## config.mk

```make
export PLATFORM = sky130hd
export DESIGN_NAME = mdu_top
export DESIGN_NICKNAME = d
export VERILOG_FILES = /design/src/rtl/mdu_pkg.sv /design/src/rtl/mdu_operand_prep.sv /design/src/rtl/mdu_iter_core.sv /design/src/rtl/mdu_hilo_regs.sv /design/src/rtl/mdu_top.sv
export SDC_FILE = /design/constraint.sdc
export NUM_CORES = 1
export LEC_CHECK = 0
export BUFFER_PORTS_ARGS = -buffer_cell sky130_fd_sc_hd__buf_2
export CAP_MARGIN = 20
export CORE_UTILIZATION = 60
export CTS_CLUSTER_DIAMETER = 120
export DETAILED_ROUTE_END_ITERATION = 6
export GPL_ROUTABILITY_DRIVEN = 0
export GPL_TIMING_DRIVEN = 0
export PLACE_DENSITY = 0.82
export SYNTH_ARGS = -nofsm -noshare
export SYNTH_HDL_FRONTEND = slang
export SYNTH_SLANG_ARGS = --single-unit
```

## constraint.sdc

```tcl
create_clock -name clk -period 8.6 [get_ports clk]
set_clock_uncertainty 0.1 [all_clocks]
set_input_delay 1.72 -clock clk [delete_from_list [all_inputs] [get_ports clk]]
set_output_delay 1.72 -clock clk [all_outputs]
set_load 0.05 [all_outputs]
```

## src/rtl/mdu_pkg.sv

```systemverilog
package mdu_pkg;
  typedef enum logic [1:0] {
    MD_MULS = 2'b00,
    MD_MULU = 2'b01,
    MD_DIVS = 2'b10,
    MD_DIVU = 2'b11
  } md_op_e;

  // what the result fix-up stage must do once the iterations are over
  typedef struct packed {
    logic is_div;
    logic neg_lo;
    logic neg_hi;
  } md_job_t;
endpackage

```

## src/rtl/mdu_operand_prep.sv

```systemverilog
module mdu_operand_prep
  import mdu_pkg::*;
#(
  parameter int W = 32
) (
  input  logic [1:0]   op_i,
  input  logic [W-1:0] opa_i,
  input  logic [W-1:0] opb_i,
  output logic [W-1:0] mag_a_o,
  output logic [W-1:0] mag_b_o,
  output md_job_t      job_o
);
  // magnitude of a value, treating it as signed when sgn is set
  function automatic logic [W-1:0] mag_of(input logic [W-1:0] v, input logic sgn);
    if (sgn && v[W-1]) return (~v) + 1'b1;
    return v;
  endfunction

  logic is_signed;
  logic a_neg;
  logic b_neg;

  always_comb begin
    is_signed = (op_i == MD_MULS) || (op_i == MD_DIVS);
    a_neg     = is_signed && opa_i[W-1];
    b_neg     = is_signed && opb_i[W-1];
    mag_a_o   = mag_of(opa_i, is_signed);
    mag_b_o   = mag_of(opb_i, is_signed);
    job_o.is_div = op_i[1];
    if (op_i[1]) begin
      job_o.neg_lo = a_neg ^ b_neg;   // quotient sign
      job_o.neg_hi = a_neg;           // remainder follows the dividend
    end else begin
      job_o.neg_lo = a_neg ^ b_neg;   // whole product negated
      job_o.neg_hi = a_neg ^ b_neg;
    end
  end
endmodule

```

## src/rtl/mdu_iter_core.sv

```systemverilog
module mdu_iter_core
  import mdu_pkg::*;
#(
  parameter int W = 32
) (
  input  logic         clk,
  input  logic         rst_n,
  input  logic         go_i,
  input  md_job_t      job_i,
  input  logic [W-1:0] mag_a_i,
  input  logic [W-1:0] mag_b_i,
  output logic         busy_o,
  output logic         done_o,
  output md_job_t      job_o,
  output logic [W-1:0] acc_hi_o,
  output logic [W-1:0] acc_lo_o
);
  localparam int CW = $clog2(W + 1);

  logic          run_q;
  logic          done_q;
  logic [CW-1:0] cnt_q;
  md_job_t       job_q;
  logic [W-1:0]  hi_q;
  logic [W-1:0]  lo_q;
  logic [W-1:0]  opnd_q;
  logic [W-1:0]  hi_n;
  logic [W-1:0]  lo_n;
  logic          last_step;

  // one shift-add step: conditional add of the multiplicand, then shift right
  function automatic logic [2*W-1:0] mul_step(input logic [W-1:0] h,
                                              input logic [W-1:0] l,
                                              input logic [W-1:0] m);
    logic [W:0] s;
    s = {1'b0, h} + (l[0] ? {1'b0, m} : {(W+1){1'b0}});
    return {s[W:1], s[0], l[W-1:1]};
  endfunction

  // one restoring-division step: shift in a dividend bit, trial subtract
  function automatic logic [2*W-1:0] div_step(input logic [W-1:0] r,
                                              input logic [W-1:0] q,
                                              input logic [W-1:0] d);
    logic [W:0] sh;
    logic [W:0] df;
    logic       ge;
    sh = {r, q[W-1]};
    df = sh - {1'b0, d};
    ge = (sh >= {1'b0, d});
    return {(ge ? df[W-1:0] : sh[W-1:0]), q[W-2:0], ge};
  endfunction

  always_comb begin
    if (job_q.is_div) {hi_n, lo_n} = div_step(hi_q, lo_q, opnd_q);
    else              {hi_n, lo_n} = mul_step(hi_q, lo_q, opnd_q);
    last_step = run_q && (cnt_q == CW'(W - 1));
  end

  always_ff @(posedge clk or negedge rst_n) begin
    if (!rst_n) begin
      run_q  <= 1'b0;
      done_q <= 1'b0;
      cnt_q  <= '0;
      job_q  <= '0;
      hi_q   <= '0;
      lo_q   <= '0;
      opnd_q <= '0;
    end else if (go_i) begin
      run_q  <= 1'b1;
      done_q <= 1'b0;
      cnt_q  <= '0;
      job_q  <= job_i;
      hi_q   <= '0;
      lo_q   <= mag_a_i;
      opnd_q <= mag_b_i;
    end else if (run_q) begin
      hi_q   <= hi_n;
      lo_q   <= lo_n;
      cnt_q  <= cnt_q + 1'b1;
      run_q  <= !last_step;
      done_q <= last_step;
    end else begin
      done_q <= 1'b0;
    end
  end

  assign busy_o   = run_q | done_q;
  assign done_o   = done_q;
  assign job_o    = job_q;
  assign acc_hi_o = hi_q;
  assign acc_lo_o = lo_q;

  AST_CNT_IN_RANGE: assert property (@(posedge clk) disable iff (!rst_n)
    run_q |-> (cnt_q < CW'(W))) else $error("counter overran");
  AST_DONE_ONE_CYCLE: assert property (@(posedge clk) disable iff (!rst_n)
    done_q |=> !done_q) else $error("done held");
  AST_REM_BELOW_DIVISOR: assert property (@(posedge clk) disable iff (!rst_n)
    (run_q && job_q.is_div && opnd_q != '0) |-> (hi_q < opnd_q))
    else $error("partial remainder too large");
  AST_LOAD_ONLY_IDLE: assert property (@(posedge clk) disable iff (!rst_n)
    (run_q && !last_step) |=> run_q) else $error("run aborted");
endmodule

```

## src/rtl/mdu_hilo_regs.sv

```systemverilog
module mdu_hilo_regs
  import mdu_pkg::*;
#(
  parameter int W = 32
) (
  input  logic         clk,
  input  logic         rst_n,
  input  logic         done_i,
  input  md_job_t      job_i,
  input  logic [W-1:0] acc_hi_i,
  input  logic [W-1:0] acc_lo_i,
  input  logic         rd_sel_i,
  output logic [W-1:0] rd_data_o
);
  logic [W-1:0]   hi_q;
  logic [W-1:0]   lo_q;
  logic [2*W-1:0] fixed;

  // apply the signs recorded at start to the unsigned iteration result
  function automatic logic [2*W-1:0] sign_fix(input md_job_t j,
                                              input logic [W-1:0] h,
                                              input logic [W-1:0] l);
    logic [2*W-1:0] full;
    logic [W-1:0]   rh;
    logic [W-1:0]   rl;
    if (!j.is_div) begin
      full = {h, l};
      return j.neg_lo ? (~full) + 1'b1 : full;
    end
    rh = j.neg_hi ? (~h) + 1'b1 : h;
    rl = j.neg_lo ? (~l) + 1'b1 : l;
    return {rh, rl};
  endfunction

  assign fixed = sign_fix(job_i, acc_hi_i, acc_lo_i);

  always_ff @(posedge clk or negedge rst_n) begin
    if (!rst_n) begin
      hi_q <= '0;
      lo_q <= '0;
    end else if (done_i) begin
      hi_q <= fixed[2*W-1:W];
      lo_q <= fixed[W-1:0];
    end
  end

  assign rd_data_o = rd_sel_i ? hi_q : lo_q;

  AST_HILO_HOLD: assert property (@(posedge clk) disable iff (!rst_n)
    !done_i |=> ($stable(hi_q) && $stable(lo_q))) else $error("HI/LO moved");
endmodule

```

## src/rtl/mdu_top.sv

```systemverilog
module mdu_top
  import mdu_pkg::*;
#(
  parameter int W = 32
) (
  input  logic         clk,
  input  logic         rst_n,
  input  logic         start_i,
  input  logic [1:0]   op_i,
  input  logic [W-1:0] opa_i,
  input  logic [W-1:0] opb_i,
  input  logic         rd_req_i,
  input  logic         rd_sel_i,
  output logic         busy_o,
  output logic         stall_o,
  output logic [W-1:0] rd_data_o
);
  logic [W-1:0] mag_a;
  logic [W-1:0] mag_b;
  md_job_t      job_new;
  md_job_t      job_run;
  logic [W-1:0] acc_hi;
  logic [W-1:0] acc_lo;
  logic         core_busy;
  logic         core_done;
  logic         accept;

  assign accept  = start_i && !core_busy;
  assign busy_o  = core_busy;
  assign stall_o = rd_req_i && core_busy;

  mdu_operand_prep #(.W(W)) u_prep (
    .op_i    (op_i),
    .opa_i   (opa_i),
    .opb_i   (opb_i),
    .mag_a_o (mag_a),
    .mag_b_o (mag_b),
    .job_o   (job_new)
  );

  mdu_iter_core #(.W(W)) u_core (
    .clk      (clk),
    .rst_n    (rst_n),
    .go_i     (accept),
    .job_i    (job_new),
    .mag_a_i  (mag_a),
    .mag_b_i  (mag_b),
    .busy_o   (core_busy),
    .done_o   (core_done),
    .job_o    (job_run),
    .acc_hi_o (acc_hi),
    .acc_lo_o (acc_lo)
  );

  mdu_hilo_regs #(.W(W)) u_hilo (
    .clk       (clk),
    .rst_n     (rst_n),
    .done_i    (core_done),
    .job_i     (job_run),
    .acc_hi_i  (acc_hi),
    .acc_lo_i  (acc_lo),
    .rd_sel_i  (rd_sel_i),
    .rd_data_o (rd_data_o)
  );

  AST_BUSY_ON_START: assert property (@(posedge clk) disable iff (!rst_n)
    (start_i && !busy_o) |=> busy_o) else $error("start not taken");
  AST_IDLE_AFTER_DONE: assert property (@(posedge clk) disable iff (!rst_n)
    core_done |=> !busy_o) else $error("busy after completion");
  AST_NO_STALL_IDLE: assert property (@(posedge clk) disable iff (!rst_n)
    !busy_o |-> !stall_o) else $error("stall while idle");
endmodule

```

==> results.json <==
{
  "outcome": "complete, no violations",
  "async_flop_share_pct": 100,
  "io_buffers": 103,
  "ctsHoldBuffers": 0,
  "rsz0062_at_grt": "no",
  "min_to": "u_core.opnd_q[19]$_DFFE_PN0P_",
  "syn_to_final_growth_pct": 11.0,
  "synthDistinctLibCells": 72,
  "cts.sinks": 171,
  "die_h_microns": 154,
  "clock.fmax_mhz": 199,
  "coreArea_sq_mm": 0.0227,
  "fillCellCount": 1808,
  "drtIter0Drc": 1517,
  "drc": 0,
  "die_area_sq_mm": 0.0238,
  "clk_path_buf_depth": 2,
  "dp_cells": 2102,
  "hold_path_class": "flop to flop",
  "synth_top_area_share_pct": 30.8,
  "cts_resized": 0,
  "worstSkewPairLatency_ns": 0.44,
  "finalHoldViolations": 0,
  "syn-instance-count": 1713,
  "fin_cells": 2133,
  "r2r_start": "u_core.acc_lo_o[0]$_DFFE_PN0P_",
  "cp-start-kind": "flop",
  "numCtsBuffers": 17,
  "r2r_end": "u_core.acc_hi_o[29]$_DFFE_PN0P_",
  "globalRouteTotalUtil_pct": 36.5,
  "path_class": "flop to flop",
  "fin_crit_sh_pct": 58.5,
  "period_needed_ns": 5.03,
  "yosys_most_used_dff": "dfrtp_1",
  "drtAntennaViolNets": 0,
  "yosysSeqAreaShare_pct": 30.8,
  "min_path_cells": 2,
  "fin_setup_tns_ns": 0,
  "tightest_slew_ns": 0.910,
  "final-seq-area_sq_mm": 0.00428,
  "worstPathArrival_ns": 5.24,
  "critPathRequiredTime_ns": 8.81,
  "grt_max_degree": 103,
  "cts_setup_buffers": 0,
  "netlist_area_sq_mm": 0.0139,
  "htreeDepth": 4,
  "leakage_nw": 6.57,
  "cts_tree": "done",
  "rrSetupSlack_ns": 3.57,
  "viasPerCell": 6.55,
  "synth_warnings": 0,
  "power_density_mw_per_mm2": 392,
  "num_io_pins": 105,
  "avgSynthCellArea_sq_um": 8.12,
  "start_util_pct": 61.2,
  "std_cell_rows": 55,
  "grt_pass1_wl_microns": 68000,
  "antenna_found_initial": 0,
  "fin_util_pct": 68.0,
  "synth-seq-cells": 171,
  "hpwl_microns": 32400,
  "overflow": 0,
  "drive_above_1_share_pct": 10.7,
  "synth_fp_nets": 1855,
  "setup_slack_ns": 3.57,
  "grt_pass1_vias": 12900,
  "wl_per_cell_microns": 20.3,
  "crit_path_end_kind": "flop",
  "final_common_cell": "nor2_1",
  "final_cell_mix": "180 x nor2_1, 171 x dfrtp_1, 159 x a21oi_1, 150 x nand2_1, 143 x o21ai_0",
  "yosys.area.top_type": "dfrtp_1",
  "clk_pin_slew_ns": 0.07,
  "pre_cts_ws_ns": 3.71,
  "min_from": "u_core.opnd_q[19]$_DFFE_PN0P_",
  "max_slew_margin_pct": 39.1,
  "critPathMaxFanout": 10,
  "nets": 1978,
  "dr.pass1.iters": 7,
  "finalSetupViolations": 0,
  "wirelength_microns": 43200,
  "synth_area_leaders": "dfrtp_1 31%, ha_1 6.2%, xnor2_1 5.7%",
  "rr_worst_depth": 13,
  "cts_root_buffer": "clkbuf_16",
  "vias": 14000,
  "synth_edf_count": 0,
  "peakVddDrop_uv": 180,
  "die_w_microns": 154,
  "drv_slew": 0,
  "cap_violations": 0,
  "diodes": 0,
  "multiInputGateArea_sq_mm": 0.00896
}
## power breakdown
part           internal, mW  total (mW)  switching, mW
Combinational          1.44        3.79           2.35
Sequential             1.04        1.43          0.393
Clock                 0.468       0.833          0.365
Total                  2.95        6.06           3.11
## cells in the mapped netlist (all sizes together) (21+ instances only)
library cell and instances:
dfrtp 171, xnor2 91, nor3 43, inv 68, a21o 21, o211ai 23
mux2 48, o21ai 144, clkbuf 90, a21oi 159, nand2 150, mux2i 41
ha 69, nor2 180, xor2 84, o31ai 23, nand3 38
## registers in the layout (all words and copies together), names as in the netlist
register	flops
u_hilo.hi_q	32
u_hilo.lo_q	32
u_core.cnt_q	6
u_core.acc_lo_o	32
u_core.acc_hi_o	32
u_core.done_o	1
u_core.job_o	3
u_core.opnd_q	32
u_core.run_q	1
## worst max-delay path, cell delays in order (launching register included)
cell	delay (ns)
dfrtp_1	0.57
inv_1	0.25
clkbuf_1	0.48
nor2_1	0.09
ha_1	0.36
nor2b_1	0.26
o2111ai_1	0.22
a211oi_1	0.44
o2111ai_1	0.25
a311oi_1	0.55
a221oi_1	0.31
o311a_1	0.43
nand3_1	0.12
or3b_2	0.46
## through the flow
step                hold slack, ns  area [sq um]  power, mW
finish                       0.385         15400       6.06
global route                 0.401         15400       6.42
CTS                          0.385         15400       5.89
detailed placement           0.370         14800       5.02
global placement             0.361         14800       4.92
floorplan                    0.341         13900       4.04
## layout make-up
class	count	area share [%]
Inverter	69	1.68
Multi-Input combinational cell	1370	58.1
Buffer	103	2.61
Tap cell	285	2.31
Clock buffer	19	2.81
Timing Repair Buffer	104	3.58
Sequential cell	171	27.7
Clock inverter	12	1.18
## routing by layer
| metal | global-route usage (%) | vias up | wire (microns) |
|---|---|---|---|
| li1 | - | 6397 | - |
| met1 | 50.1 | 6530 | 17900 |
| met2 | 56.4 | 892 | 19100 |
| met3 | 7.20 | 148 | 4560 |
| met4 | 15.1 | 0 | 1720 |
| met5 | 0 | - | 0 |
## worst max path at each step
stage / startpoint / to / slack [ns] / depth (start not counted)
2_1_floorplan: rd_sel_i / rd_data_o[10] / 4.05 / 3
3_3_place_gp: rst_n / u_core.opnd_q[13]$_DFFE_PN0P_ / 3.07 / 1
3_5_place_dp: rd_sel_i / rd_data_o[18] / 3.71 / 4
4_1_cts: rd_sel_i / rd_data_o[18] / 3.68 / 4
5_1_grt: u_core.acc_lo_o[0]$_DFFE_PN0P_ / u_core.acc_hi_o[29]$_DFFE_PN0P_ / 3.49 / 13
6_report: u_core.acc_lo_o[0]$_DFFE_PN0P_ / u_core.acc_hi_o[29]$_DFFE_PN0P_ / 3.57 / 13
## cells by family (layout without fill, tap and decap cells)
family | Yosys count | count (layout) | synth area share, %
buffers and inverters | 172 | 307 | 4.76
AO/OA/AOI/OAI | 501 | 501 | 22.3
adder cells (fa/ha/maj) | 71 | 71 | 6.50
multiplexers | 89 | 89 | 6.84
AND/OR/NAND/NOR | 534 | 534 | 17.8
flip-flops | 171 | 171 | 30.8
XOR/XNOR | 175 | 175 | 11.0
Power figures use the tool's default switching activity.
